$ cat src/rtl/sgw_pkg.sv
package sgw_pkg;
    localparam int ADDR_W        = 64;
    localparam int WORD_W        = 32;
    localparam int DESC_WORDS    = 6;
    localparam int IDX_W         = $clog2(DESC_WORDS);
    localparam int CTRL_WORD_IDX = 3;
    localparam int CTRL_OFFSET   = CTRL_WORD_IDX * (WORD_W / 8);
    localparam int BIT_LAST      = 0;
    localparam int BIT_IRQ       = 1;
    localparam int BIT_OWN       = 31;

    typedef enum logic [2:0] {
        ST_IDLE,
        ST_FETCH,
        ST_CHECK,
        ST_MOVE,
        ST_WAIT,
        ST_WBACK
    } walk_state_t;

    typedef struct packed {
        logic [ADDR_W-1:0] buf_addr;
        logic [WORD_W-1:0] size;
        logic [WORD_W-1:0] ctrl;
        logic [ADDR_W-1:0] next;
    } desc_t;

    typedef struct packed {
        walk_state_t       st;
        logic [ADDR_W-1:0] cur;
        logic [IDX_W-1:0]  idx;
        logic              done;
        logic              err;
        logic              irq;
    } walk_regs_t;
endpackage

$ cat src/rtl/sgw_desc_regs.sv
module sgw_desc_regs #(
    parameter int WORD_W = 32,
    parameter int NWORDS = 6,
    localparam int IDX_W = $clog2(NWORDS)
) (
    input  logic                     clk,
    input  logic                     rst_n,
    input  logic                     we,
    input  logic [IDX_W-1:0]         idx,
    input  logic [WORD_W-1:0]        wdata,
    output logic [NWORDS*WORD_W-1:0] flat
);
    for (genvar g = 0; g < NWORDS; g++) begin : g_word
        logic [WORD_W-1:0] w_d, w_q;

        always_comb begin
            w_d = w_q;
            if (we && idx == IDX_W'(g)) begin
                w_d = wdata;
            end
        end

        always_ff @(posedge clk or negedge rst_n) begin
            if (!rst_n) begin
                w_q <= '0;
            end else begin
                w_q <= w_d;
            end
        end

        assign flat[g*WORD_W +: WORD_W] = w_q;
    end
endmodule

$ cat src/rtl/sgw_ctrl_decode.sv
module sgw_ctrl_decode
    import sgw_pkg::*;
(
    input  desc_t desc,
    output logic  owned,
    output logic  want_irq,
    output logic  empty,
    output logic  tail,
    output logic  [WORD_W-1:0] ctrl_ret
);
    always_comb begin
        owned    = desc.ctrl[BIT_OWN];
        want_irq = desc.ctrl[BIT_IRQ];
        empty    = (desc.size == '0);
        // Either end condition closes the chain; the flag wins over a live pointer.
        tail     = desc.ctrl[BIT_LAST] || (desc.next == '0);
        ctrl_ret = desc.ctrl;
        ctrl_ret[BIT_OWN] = 1'b0;
    end
endmodule

$ cat src/rtl/sg_chain_walker.sv
module sg_chain_walker
    import sgw_pkg::*;
(
    input  logic              clk,
    input  logic              rst_n,
    input  logic              start,
    input  logic [63:0]       head_addr,
    output logic              busy,
    output logic              chain_done,
    output logic              own_err,
    output logic              irq,
    output logic              mem_req,
    output logic              mem_we,
    output logic [63:0]       mem_addr,
    output logic [31:0]       mem_wdata,
    input  logic              mem_ack,
    input  logic [31:0]       mem_rdata,
    output logic              mv_start,
    output logic [63:0]       mv_addr,
    output logic [31:0]       mv_len,
    input  logic              mv_done
);
    localparam int HALF = ADDR_W / WORD_W;

    walk_regs_t r_d, r_q;
    desc_t      desc;
    logic [DESC_WORDS*WORD_W-1:0] desc_flat;
    logic       cap_we;
    logic       d_owned, d_irq, d_empty, d_tail;
    logic [WORD_W-1:0] d_ctrl_ret;

    assign cap_we = (r_q.st == ST_FETCH) && mem_ack;

    sgw_desc_regs #(
        .WORD_W (WORD_W),
        .NWORDS (DESC_WORDS)
    ) u_desc (
        .clk   (clk),
        .rst_n (rst_n),
        .we    (cap_we),
        .idx   (r_q.idx),
        .wdata (mem_rdata),
        .flat  (desc_flat)
    );

    // little-endian assembly of the six captured words
    always_comb begin
        desc.buf_addr = desc_flat[0*WORD_W +: HALF*WORD_W];
        desc.size     = desc_flat[2*WORD_W +: WORD_W];
        desc.ctrl     = desc_flat[CTRL_WORD_IDX*WORD_W +: WORD_W];
        desc.next     = desc_flat[4*WORD_W +: HALF*WORD_W];
    end

    sgw_ctrl_decode u_dec (
        .desc     (desc),
        .owned    (d_owned),
        .want_irq (d_irq),
        .empty    (d_empty),
        .tail     (d_tail),
        .ctrl_ret (d_ctrl_ret)
    );

    always_comb begin
        r_d     = r_q;
        r_d.irq = 1'b0;
        unique case (r_q.st)
            ST_IDLE: begin
                if (start) begin
                    r_d.cur  = head_addr;
                    r_d.idx  = '0;
                    r_d.done = 1'b0;
                    r_d.err  = 1'b0;
                    r_d.st   = ST_FETCH;
                end
            end
            ST_FETCH: begin
                if (mem_ack) begin
                    if (r_q.idx == IDX_W'(DESC_WORDS - 1)) begin
                        r_d.st = ST_CHECK;
                    end else begin
                        r_d.idx = r_q.idx + 1'b1;
                    end
                end
            end
            ST_CHECK: begin
                if (!d_owned) begin
                    r_d.err = 1'b1;
                    r_d.irq = 1'b1;
                    r_d.st  = ST_IDLE;
                end else if (d_empty) begin
                    r_d.st = ST_WBACK;
                end else begin
                    r_d.st = ST_MOVE;
                end
            end
            ST_MOVE: begin
                r_d.st = ST_WAIT;
            end
            ST_WAIT: begin
                if (mv_done) begin
                    r_d.st = ST_WBACK;
                end
            end
            ST_WBACK: begin
                if (mem_ack) begin
                    r_d.irq = d_irq;
                    if (d_tail) begin
                        r_d.done = 1'b1;
                        r_d.st   = ST_IDLE;
                    end else begin
                        r_d.cur = desc.next;
                        r_d.idx = '0;
                        r_d.st  = ST_FETCH;
                    end
                end
            end
            default: r_d.st = ST_IDLE;
        endcase
    end

    always_ff @(posedge clk or negedge rst_n) begin
        if (!rst_n) begin
            r_q <= '{st: ST_IDLE, cur: '0, idx: '0, done: 1'b0, err: 1'b0, irq: 1'b0};
        end else begin
            r_q <= r_d;
        end
    end

    always_comb begin
        mem_req   = (r_q.st == ST_FETCH) || (r_q.st == ST_WBACK);
        mem_we    = (r_q.st == ST_WBACK);
        mem_addr  = mem_we ? (r_q.cur + ADDR_W'(CTRL_OFFSET))
                           : (r_q.cur + ADDR_W'({r_q.idx, 2'b00}));
        mem_wdata = d_ctrl_ret;
        mv_start  = (r_q.st == ST_MOVE);
        mv_addr   = desc.buf_addr;
        mv_len    = desc.size;
        busy      = (r_q.st != ST_IDLE);
        chain_done = r_q.done;
        own_err   = r_q.err;
        irq       = r_q.irq;
    end


    req_hold_chk: assert property (@(posedge clk) disable iff (!rst_n)
        (mem_req && !mem_ack) |=> (mem_req && $stable(mem_addr) && $stable(mem_we)));


    wb_own_clear_chk: assert property (@(posedge clk) disable iff (!rst_n)
        (mem_req && mem_we) |-> !mem_wdata[BIT_OWN]);


    mv_pulse_chk: assert property (@(posedge clk) disable iff (!rst_n)
        mv_start |=> !mv_start);


    zero_len_chk: assert property (@(posedge clk) disable iff (!rst_n)
        mv_start |-> (mv_len != '0));


    err_irq_chk: assert property (@(posedge clk) disable iff (!rst_n)
        $rose(own_err) |-> (irq && !busy));


    status_excl_chk: assert property (@(posedge clk) disable iff (!rst_n)
        !(chain_done && own_err));


    irq_pulse_chk: assert property (@(posedge clk) disable iff (!rst_n)
        irq |=> !irq);
endmodule

$ cat config.mk
export PLATFORM = sky130hd
export DESIGN_NAME = sg_chain_walker
export DESIGN_NICKNAME = d
export VERILOG_FILES = /design/src/rtl/sgw_pkg.sv /design/src/rtl/sgw_desc_regs.sv /design/src/rtl/sgw_ctrl_decode.sv /design/src/rtl/sg_chain_walker.sv
export SDC_FILE = /design/constraint.sdc
export NUM_CORES = 1
export LEC_CHECK = 0
export BUFFER_PORTS_ARGS = -buffer_cell sky130_fd_sc_hd__buf_2
export CAP_MARGIN = 20
export CORE_MARGIN = 4
export CORE_UTILIZATION = 50
export CTS_CLUSTER_DIAMETER = 150
export DETAILED_ROUTE_END_ITERATION = 7
export GPL_TIMING_DRIVEN = 0
export PLACE_DENSITY = 0.8
export RECOVER_POWER = 25
export SLEW_MARGIN = 40
export SYNTH_ARGS = -nofsm -noshare
export SYNTH_HDL_FRONTEND = slang
export SYNTH_SLANG_ARGS = --single-unit
$ cat constraint.sdc
create_clock -name clk -period 3.45 [get_ports clk]
set_clock_uncertainty 0.15 [all_clocks]
set_input_delay 0.1725 -clock clk [delete_from_list [all_inputs] [get_ports clk]]
set_output_delay 0.1725 -clock clk [all_outputs]
set_load 0.1 [all_outputs]
==> impl_results.md, run 1 <==
* Status: finished with violations
* Failing checks: max-capacitance violations, max-slew violations, negative setup slack
* Largest net degree at the start of global routing at 77
* CP delay by family, top: simple AND/OR/NAND/NOR gates
* RSZ-0062 raised after global routing: true
* Post-synth ARST share at 1.00
* Initial Utilization at 0.506
* Post-synthesis register bit count at 265
* Number of DRC markers in iteration 0 at 942
* First-pass GRT wire length at 69100 um
* First-pass iteration count of the detailed router at 5
* CP Data Required Time at 3130 ps
* CTS sink count at 265
* Mapped Nets at 1289
* Commonest non-fill, non-tap cell in the layout: dfrtp_1
* DRT antenna net count at 0
* Final hold viol count at 0
* Most frequent cells in the layout: dfrtp_1, buf_2, nand2_1
* Die X at 173 um
* Total gr overflow at 0
* Vias at ~11k
* CP cell instances: nor2b_4 > nand2_4 > clkbuf_16 > nand2_4 > ha_4 > fa_2 > a21o_1 > nor2b_4 > buf_4 > nand4_1 > buf_6 > nor3_4 > xor2_4 > buf_12
* Die H at 173 um
* Synth top area share at 0.489
* Clock transition at path regs at 60 ps
* Worst-path maximum fanout at 6
* Post-synthesis cell count at 1179
* Max Cap Viol at 1
* Worst r2r dst: r_q[19]
* CP bufs+invs at 4
* DP HPWL at 29700 um
* Hold Path Class: flip-flop to flip-flop
* Layout cells sized above 1 at 0.538
* Htree depth at 1
* R2R cell count at 7
* R2r startpoint: u_desc.g_word[4].w_q[14]
* Worst rel slew slack at -0.0692
* CP endpoint: mem_addr[60]
* EDFF count, synth at 0
* Pre-CTS WS at -435 ps
* Final Wtd Congestion at 0.937
* Critical Path Source: r_q[71]
* WL/cell at 22.5 um
* WHS at 343 ps
* Critical path class: flip-flop to output port
* CTS buffer count at 27
* FP Rows at 60
* Crit path DAT at approximately 3400 ps
* Syn-to-layout area delta at 46.4%
* Netlist cell types at 48
* Sequential element share of the synthesized area at 0.489
* Design area at around 20000 um^2
* Core Box Area at 26800 um^2
* Post-DP Area at between 15000 and 20000 um^2
* Setup violators final at 30
* Port buffer count at 298
* Max-slew violations at 65
* Top FF cell, synth: dfrtp_1
* Worst-Skew Late Latency at 520 ps
* DRC at 0
* Vias in the first global route at ~12k
* Max Buffers Root-to-Sink at 3
* Syn Area/Cell at 11.5 um^2
* Initial antenna violation count at 4
* R2r setup slk at 690 ps
* Setup crit end kind: output port
* Root Driver: clkbuf_16
* TritonCTS clock tree: yes
* Via/cell ratio at 5.51
* Worst path depth at 14
* Tcrit/Tclk final at 1.07
* Maximum single-stage delay on the critical path at approximately 420 ps
* Post-route setup slack at -252 ps
* Warnings, synthesis at 0
* GRT Total Usage at 0.293
* Die area at 29800 um^2
* WL final at 45100 um
* Post-Syn Area at 13600 um^2
* IO Pins at 300
* Worst-Margin Slew at 1600 ps
* Most area-hungry cell type in the Yosys netlist: dfrtp_1
* Critical path's slowest cell: dfrtp_1
* Filler cells at ~1.6k
* Synth top area cells: dfrtp_1, mux2_2, buf_4
* Post-layout minimum cycle time at 3700 ps
* NumNets Final at 1744
* Fmax at between 200 and 300 MHz
* Crit start category: flip-flop
-- cells by family after synthesis --
group	count (synthesis)	synth area share
compound gates	25	0.0124
xor+xnor	60	0.0387
fa+ha+maj	9	0.00885
buf+inv	194	0.0982
flops	265	0.489
mux	264	0.232
other cells	1	0.000276
simple gates	361	0.121
-- cells in the mapped netlist, types with 2 or more instances --
cell      instances
a21oi_1           7
mux2i_1          14
inv_1            16
nor2_1           27
clkbuf_1         18
nor2b_1           3
buf_1            13
nor3_1           12
and4_1            7
mux2_4           53
buf_2             8
a22o_1            2
buf_12            6
nand3_1          20
dfrtp_1         265
and2_1            4
or3_1             5
and3_1            9
xor2_1           29
ha_1              8
nand2_1         217
xnor2_1          31
buf_4           130
mux2_2          196
nand4_1          21
o21ai_0           5
nor4_1           32
-- cell type report --
class,count,area [um^2],area share
Antenna cell,4,10.0,0.000504
Buffer,173,1300,0.0655
Clock buffer,38,747,0.0376
Clock inverter,11,139,0.00699
Inverter,17,71.3,0.00359
Multi-Input combinational cell,720,7120,0.358
Sequential cell,265,6640,0.334
Tap cell,341,427,0.0215
Timing Repair Buffer,430,3420,0.172
-- layer usage --
layer	global-route usage	routed length, um	vias up
met5	0	0	-
met4	0.142	2610	0
met3	0.0614	2990	179
met2	0.514	22500	571
met1	0.345	17000	5453
li1	-	-	4815
-- worst min-delay path by stage --
| stage | from | end | cells after the start |
|---|---|---|---|
| after floorplan | rst_n | chain_done | 0 |
| after global placement | own_err | own_err | 2 |
| after detailed placement | rst_n | u_desc.g_word[3].w_q[4] | 1 |
| after CTS | rst_n | u_desc.g_word[3].w_q[4] | 2 |
| after global routing | u_desc.g_word[0].w_q[19] | u_desc.g_word[0].w_q[19] | 1 |
| final | own_err | own_err | 2 |
-- sequential cells by signal, summed over array words and instances, names as in the netlist --
signal,cells
chain_done,1
u_desc.g_word.w_q,192
own_err,1
irq,1
r_q,70
-- metrics by stage --
step	TNS, ps	utilization	cells
floorplan	-9080	-	1179
global placement	-700760	0.630	1818
detailed placement	-9550	0.634	1821
CTS	-1620	0.735	1990
global route	-5550	0.742	1999
finish	-3300	0.742	1999
-- repair_timing --
action / 4_1_cts / 5_1_grt
setup endpoints to repair: 58 / 53
buffers inserted: 23 / 6
endpoints found under the hold margin: 469 / 0
resized for setup: 180 / 42
pin swaps: 20 / 8
hold buffers: 101 / 0
-- tightest hold or removal path, stage by stage (launching register included) --
cell     delay [ps]
dfrtp_1         360
nand2_1          50
nand2_1          50
Power of run 1 is left out: the tool's default activity adds up to more than one toggle a clock period on the data nets, which glitch-free logic cannot reach.
==> inputs of run 2 (changes only) <==
--- a/config.mk
+++ b/config.mk
@@ -8,12 +8,13 @@
 export BUFFER_PORTS_ARGS = -buffer_cell sky130_fd_sc_hd__buf_2
 export CAP_MARGIN = 20
 export CORE_MARGIN = 4
-export CORE_UTILIZATION = 50
+export CORE_UTILIZATION = 25
 export CTS_CLUSTER_DIAMETER = 150
 export DETAILED_ROUTE_END_ITERATION = 7
 export GPL_TIMING_DRIVEN = 0
-export PLACE_DENSITY = 0.8
+export PLACE_DENSITY = 0.47
 export RECOVER_POWER = 25
+export SKIP_CTS_REPAIR_TIMING = 1
 export SLEW_MARGIN = 40
 export SYNTH_ARGS = -nofsm -noshare
 export SYNTH_HDL_FRONTEND = slang
==> run 2 against run 1 <==
The run still ends with max-capacitance violations, max-slew violations, negative setup slack left; via count shrank 6.1%; highest routed layer unchanged; register-to-register slack got worse by 20 ps; cell count is 19% higher; final area grew 4.8%; utilization is 35 points lower; clock-buffer cell count grew 8.
==> impl_results.md, run 2 (synthesis gave the netlist of run 1 again) <==
* Hold-critical path endpoint: r_q[57]
* Register area at 6630 um^2 (about the same)
* Filler cells at 5228 (+220%)
* Min-delay src: head_addr[51]
* CP Data Required Time at 3130 ps (about the same)
* Setup violators final at 33 (+10%)
* Die H at 241 um (+40%)
* Worst-path maximum fanout at 7 (+1)
* CTS buffer count at 31 (+15%)
* Finished Layout Cells at 2378 (+19%)
* WL final at 48700 um (+8.2%)
* Die X at 241 um (+40%)
* Status: finished with violations
* Initial Utilization at 0.252 (-0.254)
* Fmax at 267 MHz (-1.0%)
* Syn-to-layout area delta at 53.5%
* Critical path class: flip-flop to output port
* IO Pins at 300 (unchanged)
* Core Box Area at 53800 um^2 (+100%)
* FP Rows at 85 (+42%)
* Number of DRC markers in iteration 0 at 373 (-60%)
* Vias at 10.3k (-6.1%)
* Layout cells sized above 1 at 0.547 (+0.00866)
* Cells after DPL at 2177 (+20%)
* Most frequent cells in the layout: dfrtp_1, buf_2, nand2_1
* First-pass iteration count of the detailed router at 4 (-1)
* Crit path DAT at 3420 ps (+40 ps)
* First-pass GRT wire length at 68700 um (-0.59%)
* RSZ-0062 raised after global routing: true
* Worst rel slew slack at -0.168 (-0.0988)
* Post-route setup slack at -289 ps (-37.3 ps)
* Initial antenna violation count at 2 (-2)
* Hold Path Class: input port to flip-flop
* R2r startpoint: u_desc.g_word[5].w_q[0]
* Root Driver: clkbuf_16
* Largest net degree at the start of global routing at 74 (-3.9%)
* Multi-input gate area at 7140 um^2 (+0.26%)
* DRT antenna net count at 0 (unchanged)
* CTS sink count at 265 (unchanged)
* Via/cell ratio at 4.35 (-21%)
* Final Wtd Congestion at 0.825 (-12%)
* Max-slew violations at 96 (+48%)
* DP HPWL at 36600 um (+23%)
* Htree depth at 1 (unchanged)
* Worst-Margin Slew at 1750 ps (+148 ps)
* Max reg flops at 192 (unchanged)
* Vias in the first global route at 10.2k (-13%)
* Top reg by flops: u_desc.g_word.w_q
* Design area at 20800 um^2 (+4.8%)
* Tcrit/Tclk final at 1.08 (+0.0108)
* Clock transition at path regs at 60 ps (about the same)
* R2r setup slk at 670 ps (-20 ps)
* Largest regs: u_desc.g_word.w_q: 192 flops, r_q: 70 flops
* Setup crit end kind: output port
* Post-DP Area at 17500 um^2 (+2.8%)
* Final hold viol count at 0 (unchanged)
* Commonest non-fill, non-tap cell in the layout: dfrtp_1
* Post-layout minimum cycle time at 3740 ps (+37.3 ps)
* Failing checks: max-capacitance violations, max-slew violations, negative setup slack
* Port buffer count at 298 (unchanged)
* GRT Total Usage at 0.159 (-0.134)
* DRC at 0 (unchanged)
* Max Buffers Root-to-Sink at 3 (unchanged)
* Total gr overflow at 0 (unchanged)
* Die area at 58100 um^2 (+95%)
* Worst-Skew Late Latency at 570 ps (+50 ps)
* Hold depth at 4 (+2)
* Crit start category: flip-flop
* TritonCTS clock tree: yes
* Max Cap Viol at 2 (+1)
* WL/cell at 20.5 um (-9.1%)
* Worst r2r dst: r_q[18]
* NumNets Final at 1765 (+1.2%)
* R2R cell count at 7 (unchanged)
==> run 2: worst max-delay path by stage <==
stage / start / end / slack (ps) / cells after the start
global placement: rst_n / r_q[24] / -3210 / 1
CTS: r_q[70] / mem_addr[52] / -1310 / 13
floorplan: r_q[70] / mem_addr[62] / -400 / 13
detailed placement: r_q[70] / mem_addr[52] / -690 / 13
finish: r_q[70] / mem_addr[59] / -290 / 14
global route: r_q[70] / mem_addr[50] / -440 / 14
==> run 2: area by class of cell <==
cell class / instances / share of cell area
buffer: 174 / 0.0626
sequential: 265 / 0.319
clock inverter: 11 / 0.00907
inverter: 17 / 0.00366
tap: 696 / 0.0418
clock buffer: 46 / 0.0448
antenna: 3 / 0.000360
timing repair inverter: 1 / 0.000421
multi-input combinational: 720 / 0.343
timing repair buffer: 445 / 0.176
==> run 2: per-stage QoR <==
stage / hold WS [ps] / setup WS, ps / utilization / setup TNS [ps]
global route: 328 / -440 / 0.387 / -10260
CTS: -717 / -1310 / 0.345 / -53400
detailed placement: -100 / -686 / 0.324 / -18510
finish: 317 / -289 / 0.387 / -5010
floorplan: -273 / -400 / - / -9080
global placement: 337 / -3210 / 0.322 / -856960
==> run 2: worst max-delay path, stage by stage (launching register included) <==
cell and delay [ps]:
dfrtp_2 440, nor2b_4 160, nand2_4 130, buf_12 150
nand2_8 60, ha_4 280, nand3_4 70, a21oi_4 150
buf_12 130, nand4_1 200, buf_12 230, buf_12 130
nor4_4 320, xor2_4 190, buf_12 190
==> run 2: routing by layer <==
layer | global-route usage | vias up | part of all wire
met3 | 0.0349 | 57 | 0.060
met2 | 0.270 | 253 | 0.50
li1 | - | 4870 | -
met4 | 0.0383 | 0 | 0.023
met5 | 0 | - | 0
met1 | 0.208 | 5161 | 0.42
Power of run 2 is left out for the same reason.
==> inputs of run 3 (changes only) <==
--- a/config.mk
+++ b/config.mk
@@ -7,12 +7,14 @@
 export LEC_CHECK = 0
 export BUFFER_PORTS_ARGS = -buffer_cell sky130_fd_sc_hd__buf_2
 export CAP_MARGIN = 20
+export CELL_PAD_IN_SITES_DETAIL_PLACEMENT = 1
+export CELL_PAD_IN_SITES_GLOBAL_PLACEMENT = 2
 export CORE_MARGIN = 4
 export CORE_UTILIZATION = 25
 export CTS_CLUSTER_DIAMETER = 150
 export DETAILED_ROUTE_END_ITERATION = 7
 export GPL_TIMING_DRIVEN = 0
-export PLACE_DENSITY = 0.47
+export PLACE_DENSITY = 0.65
 export RECOVER_POWER = 25
 export SKIP_CTS_REPAIR_TIMING = 1
 export SLEW_MARGIN = 40
==> run 3 against run 2 <==
The flow still finishes with violations (max-capacitance violations, max-slew violations, negative setup slack); final area fell by 0.58%; critical path depth did not move; maximum frequency rose by 0.65%; sequential share of layout area rose by 0.20 points; register-to-register slack got worse by 30 ps; first-iteration DRC count rose by 2.4%; critical endpoint is now mem_addr[53]; die area did not move; via count rose by 0.72%; clock-buffer cell count rose by 1; sequential cell count did not move.
==> impl_results.md, run 3 (synthesis gave the netlist of run 1 again) <==
* Status: finished with violations
* Failing checks: max-capacitance violations, max-slew violations, negative setup slack
* Largest net degree at the start of global routing at 70 (-5.4%)
* Die X at 241 um (unchanged)
* Vias at 10.4k (+0.72%)
* Largest regs: u_desc.g_word.w_q: 192 flops, r_q: 70 flops
* Number of DRC markers in iteration 0 at 382 (+2.4%)
* Layout cells sized above 1 at 0.547 (about the same)
* Syn-to-layout area delta at 52.6%
* Hold Path Class: input port to flip-flop
* WL/cell at 21.7 um (+5.8%)
* Commonest non-fill, non-tap cell in the layout: dfrtp_1
* Max-slew violations at 133 (+39%)
* ANT cells at 0 (-3)
* Post-route setup slack at -265 ps (+24.1 ps)
* Root Driver: clkbuf_16
* Most frequent cells in the layout: dfrtp_1, buf_2, nand2_1
* Min-delay src: head_addr[6]
* FP Rows at 85 (unchanged)
* DP HPWL at 38200 um (+4.3%)
* Htree depth at 1 (unchanged)
* Worst-Skew Late Latency at 570 ps (about the same)
* Filler cells at 5801 (+11%)
* Port buffer count at 298 (unchanged)
* Max reg flops at 192 (unchanged)
* WL final at 51400 um (+5.4%)
* Worst rel slew slack at -0.219 (-0.0509)
* Via/cell ratio at 4.40 (+1.2%)
* First-pass iteration count of the detailed router at 4 (unchanged)
* Worst-Margin Slew at 1830 ps (+76.4 ps)
* Post-DP Area at 17500 um^2 (unchanged)
* Clock transition at path regs at 60 ps (about the same)
* Initial Utilization at 0.252 (unchanged)
* CTS sink count at 265 (unchanged)
* TritonCTS clock tree: yes
* CTS buffer count at 31 (unchanged)
* Pre-CTS WS at -732 ps (-45.6 ps)
* Multi-input gate area at 7160 um^2 (+0.28%)
* Top reg by flops: u_desc.g_word.w_q
* IO Pins at 300 (unchanged)
* Tcrit/Tclk final at 1.08 (-0.00699)
* Initial antenna violation count at 4 (+2)
* Total gr overflow at 0 (unchanged)
* Setup violators final at 39 (+18%)
* Setup crit end kind: output port
* RSZ-0062 raised after global routing: true
* Vias in the first global route at 10.8k (+5.9%)
* Worst-path maximum fanout at 8 (+1)
* CP Data Required Time at 3130 ps (about the same)
* Post-layout util at 0.385 (-0.00223)
* Fmax at 269 MHz (+0.65%)
* Register area at 6640 um^2 (about the same)
* Critical path class: flip-flop to output port
* First-pass GRT wire length at 71900 um (+4.6%)
* R2r startpoint: u_desc.g_word[5].w_q[0]
* Max Buffers Root-to-Sink at 3 (unchanged)
* Crit path DAT at 3390 ps (-30 ps)
* Critical Path Source: r_q[71]
* Core Box Area at 53800 um^2 (unchanged)
* Crit start category: flip-flop
* Max Cap Viol at 2 (unchanged)
* DRC at 0 (unchanged)
* Die area at 58100 um^2 (unchanged)
* Post-layout minimum cycle time at 3720 ps (-24.1 ps)
* GRT Total Usage at 0.165 (+0.00612)
* Final hold viol count at 0 (unchanged)
* Design area at 20700 um^2 (-0.58%)
* Die H at 241 um (unchanged)
* NumNets Final at 1762 (-0.17%)
* DRT antenna net count at 0 (unchanged)
* Final Wtd Congestion at 0.823 (-0.17%)
-- run 3: cell type report --
cell class,instances,share of cell area
clock inverters,5,0.00363
plain buffers,173,0.0627
multi-input cells,720,0.346
repair buffers,444,0.176
flip-flops and latches,265,0.321
clock buffers,47,0.0452
well taps,696,0.0421
inverters,17,0.00369
-- run 3: through the flow --
stage	std cells	hold WS, ps	TNS [ps]
2_1_floorplan	1179	-273	-9080
3_3_place_gp	2173	327	-862050
3_5_place_dp	2177	-161	-21460
4_1_cts	2229	-784	-57180
5_1_grt	2367	316	-11240
6_report	2367	320	-4520
-- run 3: per-layer routing --
metal	share of wire	wire length, um	vias up	track usage
met5	0	0	-	0
met4	0.022	1130	0	0.0419
met3	0.051	2600	58	0.0342
met2	0.50	25900	224	0.283
met1	0.42	21700	5300	0.214
li1	-	-	4833	-
-- run 3: critical path: stages, from the launching register on --
cell,delay [ps]
dfrtp_2,430
nor2b_4,210
nand2_8,90
buf_12,140
clkinv_8,50
nor2_4,40
ha_4,310
a21oi_4,70
a21oi_4,180
buf_12,140
nand4_1,180
buf_4,220
nor4_4,400
xnor2_4,170
buf_12,200
-- run 3: final timing paths --
path / cells past startpoint / slack [ps] / end
worst max-delay path: 14 / -270 / mem_addr[53]
worst min-delay path: 5 / 320 / r_q[12]
worst max register to register: 7 / 640 / r_q[15]
worst min register to register: 2 / 350 / own_err
max in group asynchronous: 4 / 700 / u_desc.g_word[1].w_q[3]
min in group asynchronous: 3 / 560 / r_q[34]
Power of run 3 is left out for the same reason.
